### src/rtl/sat_pkg.sv
`timescale 1ns/1ps
package sat_pkg;

  typedef enum logic [3:0] {
    OP_SADD   = 4'd0,
    OP_SSUB   = 4'd1,
    OP_SDBL   = 4'd2,
    OP_WRAPQ  = 4'd3,
    OP_UADD   = 4'd4,
    OP_USUB   = 4'd5,
    OP_SSAT   = 4'd6,
    OP_USAT   = 4'd7,
    OP_SSAT16 = 4'd8,
    OP_USAT16 = 4'd9
  } sat_op_e;

  // Strobes from the decoder to the datapath
  typedef struct packed {
    logic legal;
    logic selSAdd;
    logic selSSub;
    logic selDbl;
    logic selWrap;
    logic selUAdd;
    logic selUSub;
    logic selWidth;
    logic widthSigned;
    logic dual;
  } dp_ctrl_t;

endpackage

### src/rtl/sat_clamp.sv
`timescale 1ns/1ps
// Limits a sign-extended value to [-2^w, 2^w-1] (signed) or [0, 2^w-1] (unsigned)
module sat_clamp #(
  parameter int DATA_W = 32,
  parameter int OUT_W  = 32,
  localparam int SHW   = $clog2(DATA_W)
) (
  input  logic [DATA_W-1:0] valIn,
  input  logic [SHW-1:0]    width,
  input  logic              isSigned,
  output logic [OUT_W-1:0]  valOut,
  output logic              hit
);
  logic [DATA_W-1:0] limit;
  logic tooHigh, tooLow;

  assign limit = (DATA_W'(1) << width) - DATA_W'(1);

  always_comb begin
    if (isSigned) begin
      tooHigh = $signed(valIn) > $signed(limit);
      tooLow  = $signed(valIn) < $signed(~limit);
    end else begin
      tooLow  = valIn[DATA_W-1];
      tooHigh = !valIn[DATA_W-1] && (valIn > limit);
    end
    if (tooHigh)
      valOut = limit[OUT_W-1:0];
    else if (tooLow)
      valOut = isSigned ? ~(limit[OUT_W-1:0]) : '0;
    else
      valOut = valIn[OUT_W-1:0];
    hit = tooHigh || tooLow;
  end
endmodule

### src/rtl/sat_datapath.sv
`timescale 1ns/1ps
module sat_datapath
  import sat_pkg::*;
#(
  parameter int DATA_W = 32,
  parameter int LANES  = 2,
  localparam int LANE_W = DATA_W / LANES,
  localparam int SHW    = $clog2(DATA_W)
) (
  input  dp_ctrl_t          ctrl,
  input  logic [DATA_W-1:0] opA,
  input  logic [DATA_W-1:0] opB,
  input  logic [SHW-1:0]    width,
  output logic [DATA_W-1:0] result,
  output logic              satHit
);
  localparam logic [DATA_W-1:0] MAX_POS = {1'b0, {(DATA_W-1){1'b1}}};
  localparam logic [DATA_W-1:0] MIN_NEG = {1'b1, {(DATA_W-1){1'b0}}};
  localparam int MSB = DATA_W - 1;

  logic [DATA_W-1:0] sum, diff, dblVal, clampS;
  logic [DATA_W:0]   uSum;
  logic              addOvf, subOvf, dblHi, dblLo, uBorrow;
  logic [DATA_W-1:0] wordOut;
  logic              wordHit;
  logic [DATA_W-1:0] laneOut;
  logic [LANES-1:0]  laneHit;

  assign sum     = opA + opB;
  assign diff    = opA - opB;
  assign uSum    = {1'b0, opA} + {1'b0, opB};
  assign uBorrow = opB > opA;
  assign addOvf  = (sum[MSB] ^ opA[MSB]) & ~(opA[MSB] ^ opB[MSB]);
  assign subOvf  = (diff[MSB] ^ opA[MSB]) & (opA[MSB] ^ opB[MSB]);
  assign clampS  = opA[MSB] ? MIN_NEG : MAX_POS;
  assign dblHi   = !opA[MSB] && opA[MSB-1];
  assign dblLo   = opA[MSB] && (!opA[MSB-1] || (opA[MSB-2:0] == '0));
  assign dblVal  = {opA[MSB-1:0], 1'b0};

  sat_clamp #(.DATA_W(DATA_W), .OUT_W(DATA_W)) u_word (
    .valIn(opA), .width(width), .isSigned(ctrl.widthSigned),
    .valOut(wordOut), .hit(wordHit)
  );

  for (genvar g = 0; g < LANES; g++) begin : g_lane
    logic [DATA_W-1:0] laneIn;
    assign laneIn = {{(DATA_W-LANE_W){opA[(g+1)*LANE_W-1]}}, opA[g*LANE_W +: LANE_W]};
    sat_clamp #(.DATA_W(DATA_W), .OUT_W(LANE_W)) u_lane (
      .valIn(laneIn), .width(width), .isSigned(ctrl.widthSigned),
      .valOut(laneOut[g*LANE_W +: LANE_W]), .hit(laneHit[g])
    );
  end

  always_comb begin
    result = '0;
    satHit = 1'b0;
    if (ctrl.legal) begin
      if (ctrl.selSAdd) begin
        result = addOvf ? clampS : sum;
        satHit = addOvf;
      end else if (ctrl.selSSub) begin
        result = subOvf ? clampS : diff;
        satHit = subOvf;
      end else if (ctrl.selWrap) begin
        result = sum;
        satHit = addOvf;
      end else if (ctrl.selDbl) begin
        result = dblHi ? MAX_POS : (dblLo ? MIN_NEG : dblVal);
        satHit = dblHi || dblLo;
      end else if (ctrl.selUAdd) begin
        result = uSum[DATA_W] ? '1 : uSum[DATA_W-1:0];
        satHit = uSum[DATA_W];
      end else if (ctrl.selUSub) begin
        result = uBorrow ? '0 : diff;
        satHit = uBorrow;
      end else if (ctrl.selWidth) begin
        result = ctrl.dual ? laneOut : wordOut;
        satHit = ctrl.dual ? |laneHit : wordHit;
      end
    end
  end
endmodule

### src/rtl/sat_control.sv
`timescale 1ns/1ps
module sat_control
  import sat_pkg::*;
(
  input  logic       clk,
  input  logic       rstN,
  input  logic       opEn,
  input  logic [3:0] opSel,
  input  logic       qClear,
  input  logic       satHit,
  output dp_ctrl_t   ctrl,
  output logic       qFlag
);
  sat_op_e op;
  logic    qSet;

  assign op = sat_op_e'(opSel);

  always_comb begin
    ctrl = '0;
    ctrl.legal = 1'b1;
    case (op)
      OP_SADD:   ctrl.selSAdd = 1'b1;
      OP_SSUB:   ctrl.selSSub = 1'b1;
      OP_SDBL:   ctrl.selDbl  = 1'b1;
      OP_WRAPQ:  ctrl.selWrap = 1'b1;
      OP_UADD:   ctrl.selUAdd = 1'b1;
      OP_USUB:   ctrl.selUSub = 1'b1;
      OP_SSAT:   begin ctrl.selWidth = 1'b1; ctrl.widthSigned = 1'b1; end
      OP_USAT:   ctrl.selWidth = 1'b1;
      OP_SSAT16: begin ctrl.selWidth = 1'b1; ctrl.widthSigned = 1'b1; ctrl.dual = 1'b1; end
      OP_USAT16: begin ctrl.selWidth = 1'b1; ctrl.dual = 1'b1; end
      default:   ctrl.legal = 1'b0;
    endcase
  end

  assign qSet = opEn && ctrl.legal && satHit;

  always_ff @(posedge clk) begin
    if (!rstN)       qFlag <= 1'b0;
    else if (qSet)   qFlag <= 1'b1;
    else if (qClear) qFlag <= 1'b0;
  end

  // an issued saturating op sets the flag
  p_q_set_r9: assert property (@(posedge clk) disable iff (!rstN)
    (opEn && satHit && opSel <= 4'd9) |=> qFlag);
  // flag is sticky without a clear
  p_q_sticky_r9: assert property (@(posedge clk) disable iff (!rstN)
    (qFlag && !qClear) |=> qFlag);
  // clear without saturation drops the flag
  p_q_clear_r10: assert property (@(posedge clk) disable iff (!rstN)
    (qClear && !(opEn && satHit)) |=> !qFlag);
  // idle cycles keep the flag
  p_q_hold_r11: assert property (@(posedge clk) disable iff (!rstN)
    (!opEn && !qClear) |=> $stable(qFlag));
endmodule

### src/rtl/sat_alu.sv
`timescale 1ns/1ps
module sat_alu
  import sat_pkg::*;
#(
  parameter int DATA_W = 32,
  localparam int SHW   = $clog2(DATA_W)
) (
  input  logic              clk,
  input  logic              rstN,
  input  logic              opEn,
  input  logic [3:0]        opSel,
  input  logic [DATA_W-1:0] opA,
  input  logic [DATA_W-1:0] opB,
  input  logic [SHW-1:0]    satWidth,
  input  logic              qClear,
  output logic [DATA_W-1:0] result,
  output logic              qFlag
);
  dp_ctrl_t ctrl;
  logic     satHit;

  sat_control u_ctrl (
    .clk(clk), .rstN(rstN), .opEn(opEn), .opSel(opSel),
    .qClear(qClear), .satHit(satHit), .ctrl(ctrl), .qFlag(qFlag)
  );

  sat_datapath #(.DATA_W(DATA_W), .LANES(2)) u_dp (
    .ctrl(ctrl), .opA(opA), .opB(opB), .width(satWidth),
    .result(result), .satHit(satHit)
  );

  // unsigned add never lands below a, unsigned subtract never above a
  p_uadd_floor_r5: assert property (@(posedge clk) disable iff (!rstN)
    (opSel == 4'd4) |-> (result >= opA));
  p_usub_ceiling_r5: assert property (@(posedge clk) disable iff (!rstN)
    (opSel == 4'd5) |-> (result <= opA));
  // doubling keeps the operand's sign
  p_dbl_sign_r4: assert property (@(posedge clk) disable iff (!rstN)
    (opSel == 4'd2) |-> (result[DATA_W-1] == opA[DATA_W-1]));
  // reserved codes give zero
  p_reserved_zero_r11: assert property (@(posedge clk) disable iff (!rstN)
    (opSel > 4'd9) |-> (result == '0));
endmodule

### config.mk
export PLATFORM = sky130hd
export DESIGN_NAME = sat_alu
export DESIGN_NICKNAME = d
export VERILOG_FILES = /design/src/rtl/sat_pkg.sv /design/src/rtl/sat_clamp.sv /design/src/rtl/sat_datapath.sv /design/src/rtl/sat_control.sv /design/src/rtl/sat_alu.sv
export SDC_FILE = /design/constraint.sdc
export NUM_CORES = 1
export LEC_CHECK = 0
export ABC_AREA = 1
export CAP_MARGIN = 20
export CORE_ASPECT_RATIO = 1.25
export CORE_MARGIN = 5
export CORE_UTILIZATION = 25
export CTS_CLUSTER_DIAMETER = 50
export DETAILED_ROUTE_END_ITERATION = 12
export DONT_BUFFER_PORTS = 1
export PLACE_DENSITY_LB_ADDON = 0.05
export SYNTH_ARGS = -nofsm -noshare
export SYNTH_HDL_FRONTEND = slang
export SYNTH_SLANG_ARGS = --single-unit
### constraint.sdc
create_clock -name clk -period 4.8 [get_ports clk]
set_input_delay 0.24 -clock clk [delete_from_list [all_inputs] [get_ports clk]]
set_output_delay 0.24 -clock clk [all_outputs]
set_load 0.05 [all_outputs]
[Word level (Yosys, flattened, before mapping)]
Index checks and enable logic that the tools add are counted.
Word-level totals
  flip-flop bits (word level): 1
  input port bits: 77
  output and inout bits: 33
  word-level logic and storage cells: 107
Cells by class
  add/subtract/negate cells: 4
  order comparisons: 10
  eq/ne operators: 9
  shift-type cells: 1
  muxes and demuxes: 51
  bitwise operators: 8
  reduce and logical (&&, ||, !) cells: 23
Operators with widths (count)
  32-bit two-way mux: 19
  32-bit greater-than comparator: 5
  16-bit two-way mux: 5
  16-bit by 32-bit greater-than comparator with 1-bit output: 2
  16-bit by 32-bit less-than comparator with 1-bit output: 2
  32-bit by 32-bit adder with 33-bit output: 1
  32-bit adder: 1
  32-bit less-than comparator: 1
  32-bit NOT: 1
  1-bit by 5-bit left shift with 32-bit output, first input constant: 1
  32-bit by 2-bit subtractor with 32-bit output, second input constant: 1
  32-bit subtractor: 1
  30-bit zero test: 1
  1-bit two-way mux: 27
  4-bit by 3-bit == test with 1-bit output, second input constant: 4
  16-bit NOT: 1
  10-bit OR reduction: 1
  4-bit by 2-bit == test with 1-bit output, second input constant: 2
  4-bit == test, second input constant: 2
  1-bit logical AND: 7
  2-bit OR reduction: 3
  1-bit logical OR: 5
  4-bit by 1-bit == test with 1-bit output, second input constant: 1
  4-bit zero test: 1
  6 further kinds: 11

[Longest topological paths before layout]
  depth after elaboration: 18
  depth in mapped cells: 42
  gate-level depth less buffers: 41

[By module]
From an unflattened synthesis, not the netlist that was laid out.
Unflattened totals
  cell total of the unflattened synthesis: 3438
  area total of the unflattened synthesis: 17465.5 sq um
Modules (own cells, without submodules)
  sat_datapath: instances 1, cells an instance 1808, area an instance 8526.9 sq um, seq. area each 0.0 sq um
  sat_clamp at u_dp.u_word: instances 1, cells an instance 594, area an instance 3200.6 sq um, seq. area each 0.0 sq um
  sat_clamp at u_dp.g_lane[0].u_lane: instances 1, cells an instance 510, area an instance 2810.2 sq um, seq. area each 0.0 sq um
  sat_clamp at u_dp.g_lane[1].u_lane: instances 1, cells an instance 497, area an instance 2778.9 sq um, seq. area each 0.0 sq um
  sat_control: instances 1, cells an instance 29, area an instance 148.9 sq um, seq. area each 20.0 sq um

[Least setup slack after synthesis]
OpenSTA, ideal clock, no wires.
  path type: input -> output
  start point: input satWidth[3]
  end point: output result[18]
  arrival time: 4.884 ns
  setup slack: -0.324 ns
  stages: 35
  path through: buf_4 -> inv_2 -> nand3_1 -> nor2_2 -> inv_2 -> ha_1 -> inv_1 -> nor2_4 -> nand2_8 -> nor2_8 -> inv_4 -> nor2_8 -> nand4_1 -> xor2_1 -> inv_1 -> ha_1 -> inv_1 -> nand2_1 -> nor4_1 -> nor3b_1 -> a21oi_1 -> nand2_1 -> nand2_1 -> nand2_4 -> inv_4 -> buf_6 -> o211ai_1 -> nand3_1 -> nand2_1 -> nand2_1 -> nand2_1 -> nand2_1 -> nand3_1 -> nand2_1 -> a21oi_1
Between the ends
  word-level cells in the longest chain between the ends: 16
RTL lines
  start: declaration: line sat_alu.sv:14  | input logic [SHW-1:0] satWidth,
  1-bit by 5-bit left shift with 32-bit output (*): line sat_clamp.sv:17  | assign limit = (DATA_W'(1) << width) - DATA_W'(1);
  32-bit by 2-bit subtractor with 32-bit output (*): line sat_clamp.sv:17
  32-bit NOT: line sat_clamp.sv:22, sat_clamp.sv:30
  32-bit less-than comparator / 16-bit by 32-bit less-than comparator with 1-bit output (equally long branches): line sat_clamp.sv:22  | tooLow = $signed(valIn) < $signed(~limit);
  1-bit two-way mux: line sat_clamp.sv:20  | if (isSigned) begin
  32-bit two-way mux / 16-bit two-way mux (equally long branches): line sat_clamp.sv:29  | else if (tooLow)
  32-bit two-way mux / 16-bit two-way mux (equally long branches): line sat_clamp.sv:27  | if (tooHigh)
  32-bit two-way mux (*): line sat_datapath.sv:77  | result = ctrl.dual ? laneOut : wordOut;
  32-bit two-way mux (*): line sat_datapath.sv:76  | end else if (ctrl.selWidth) begin
  32-bit two-way mux (*): line sat_datapath.sv:73  | end else if (ctrl.selUSub) begin
  32-bit two-way mux (*): line sat_datapath.sv:70  | end else if (ctrl.selUAdd) begin
  32-bit two-way mux (*): line sat_datapath.sv:67  | end else if (ctrl.selDbl) begin
  32-bit two-way mux (*): line sat_datapath.sv:64  | end else if (ctrl.selWrap) begin
  32-bit two-way mux (*): line sat_datapath.sv:61  | end else if (ctrl.selSSub) begin
  32-bit two-way mux (*): line sat_datapath.sv:58  | if (ctrl.selSAdd) begin
  32-bit two-way mux (*): line sat_datapath.sv:57  | if (ctrl.legal) begin
  end: declaration: line sat_alu.sv:16  | output logic [DATA_W-1:0] result,
Mark *: on every way between the ends. The rest lies on a longest branch, timed or not.

[Final worst setup path]
  start point: input satWidth[0]
  end point: output result[20]
Same word-level chain as after synthesis.

==> flow_metrics.env <==
export IMPL_io_buffers=0
export IMPL_synthToLayoutAreaGrowth_pct=37.1
export IMPL_cp_num_buf_inv=11
export IMPL_detail_route_antenna_nets=0
export IMPL_yosysMostFrequentCell="nand2_1"
export IMPL_reg_largest_list="u_ctrl.qFlag: 1 flops"
export IMPL_slew_headroom_pct=40.9
export IMPL_die_height_um=264
export IMPL_clk_pin_slew_ns=0
export IMPL_avgSynthCellArea_um2=5.57
export IMPL_grt_pass1_vias=15849
export IMPL_fin_area_um2=17700
export IMPL_setup_viol=4
export IMPL_gp_congestion=0.958
export IMPL_regArea_um2=20.0
export IMPL_wl_per_cell_um=22.2
export IMPL_synth_enable_flop_cells=0
export IMPL_synthArstFlopShare_pct=0
export IMPL_max_cap_violations=0
export IMPL_p_leak_nw=8.84
export IMPL_cp_start_kind="input pin"
export IMPL_multi_input_area_um2=12400
export IMPL_ys_types=66
export IMPL_drcViolationCount=0
export IMPL_worst_slack_ns=-0.0429
export IMPL_drv_slew=0
export IMPL_yosysWarningCount=0
export IMPL_start_util_pct=25.1
export IMPL_tightest_slew_ns=0.879
export IMPL_cp_arrival_ns=4.60
export IMPL_cp_slowest_stage_delay_ns=0.26
export IMPL_die_w_um=213
export IMPL_grt_max_degree=46
export IMPL_fin_crit_sh_pct=101
export IMPL_yosysTopAreaCell="ha_1"
export IMPL_power_density_nw_per_um2=149
export IMPL_postPlaceCellArea_um2=15900
export IMPL_max_freq_mhz=206
export IMPL_ys_flop_type="dfxtp_1"
export IMPL_synth_area_leaders="ha_1, nand2_1, inv_1"
export IMPL_rsz0062_at_grt="yes"
export IMPL_ir_worst_vdd_mv=0.0500
export IMPL_path_delay_family="simple AND/OR/NAND/NOR gates"
export IMPL_nFillCells=5727
export IMPL_ctsHoldBuffers=0
export IMPL_dieArea_um2=56300
export IMPL_largest_reg_flops=1
export IMPL_failed_checks="setup timing"
export IMPL_synth_top_cell_area_share_pct=21.6
export IMPL_ys_ff_latch=1
export IMPL_ys_seq_area_share_pct=0.155
export IMPL_status="finished with violations"
export IMPL_netlist_area_um2=12900
export IMPL_drt_wl_total_um=70500
export IMPL_grt_ovfl_total=0
export IMPL_grt_first_pass_wirelength_um=102000
export IMPL_rows=93
export IMPL_skew_ns=0
export IMPL_period_needed_ns=4.84
export IMPL_cp_max_fo=7
export IMPL_grt_usage_pct=23.6
export IMPL_critPathRequiredTime_ns=4.56
export IMPL_antenna_found_initial=3
export IMPL_finalHoldViolCount=0
export IMPL_synthCells=2313
export IMPL_nets=2821
export IMPL_synth_common_cells="nand2_1, inv_1, a21oi_1"
export IMPL_regMostFlops="u_ctrl.qFlag"
export IMPL_num_vias=16065
export IMPL_min_path_type="in -> reg"
export IMPL_cp_end_kind="primary output"
export IMPL_coreArea_um2=51300
export IMPL_clk_latency_ns=0
export IMPL_via_per_inst=5.05
export IMPL_drt_initial_drc_count=842
export IMPL_layout_drive_gt1_share_pct=24.7
export IMPL_tns_ns=-0.117
export IMPL_io_pins=110
export IMPL_first_pass_iters=5
export IMPL_critPathKind="in -> out"
export IMPL_cp_slowest_cell="ha_4"
export IMPL_dp_hpwl_um=57900
-- layer usage --
layer  part of all wire, %  up-vias  track usage, %
met5                 0.018        -               0
met4                   4.8        2            7.84
met3                   3.5      108            1.25
met2                    50      394            43.4
met1                    41     7579            29.1
li1                      -     7982               -
-- cell families after synthesis --
kind of cell	Yosys count	share of synthesized area [%]
flip-flops	1	0.155
AND/OR/NAND/NOR	1005	33.7
buffers and inverters	447	13.9
AO/OA/AOI/OAI	566	25.1
adder cells (fa/ha/maj)	227	22.3
other	2	0.0582
XOR/XNOR	65	4.82
-- stage by stage --
| stage | hold slack [ns] | util, % | power (mW) | worst slack [ns] | cells |
|---|---|---|---|---|---|
| after detailed placement | 0.361 | 30.9 | 2.30 | -0.491 | 3132 |
| after CTS | 0.357 | 32.4 | 2.46 | -0.0874 | 3164 |
| after global routing | 0.365 | 34.5 | 2.85 | -0.279 | 3182 |
| after global placement | 0.354 | 30.9 | 2.31 | -0.445 | 3132 |
| final | 0.356 | 34.5 | 2.63 | -0.0429 | 3182 |
| after floorplan | 0.349 | - | 1.38 | -0.0654 | 2316 |
-- layout by cell type, fill, tap and decap left out, drive strengths merged, types with 41 or more instances in the layout --
master	netlist	final
inv	346	346
o21ai	201	201
a21oi	236	236
buf	41	292
nor2	224	224
xor2	58	58
ha	223	223
nand4	41	41
nand3	89	89
nand2	586	586
-- final timing paths --
kind	startpoint	endpoint	cells past startpoint	slack (ns)
worst max-delay path	satWidth[0]	result[20]	35	-0.04
worst min-delay path	rstN	u_ctrl.qFlag$_SDFFE_PN0P_	2	0.36
worst max register to register	u_ctrl.qFlag$_SDFFE_PN0P_	u_ctrl.qFlag$_SDFFE_PN0P_	2	3.85
worst min register to register	u_ctrl.qFlag$_SDFFE_PN0P_	u_ctrl.qFlag$_SDFFE_PN0P_	2	0.71
-- layout make-up --
class	instances	area share (%)
timing repair buffer	295	17.0
timing repair inverter	1	0.0354
tap	665	4.71
multi-input combinational	1868	70.3
antenna	2	0.0283
inverter	350	7.81
sequential	1	0.113
-- power breakdown --
group | internal [mW] | leakage (nW) | switching, mW
combinational | 1.05 | 8.83 | 1.57
sequential | 0.00915 | 0.00820 | 0.00275
clock | 0.0000000563 | 0.0000127 | 0
total | 1.06 | 8.84 | 1.57
-- what timing repair did --
action	CTS	global route
endpoints found under the hold margin	0	0
pin swaps	70	125
cloned	4	5
buffers inserted	28	12
endpoints found under the setup margin	33	33
gates resized for setup	119	204
No activity file was read; power rests on OpenSTA's default activity.
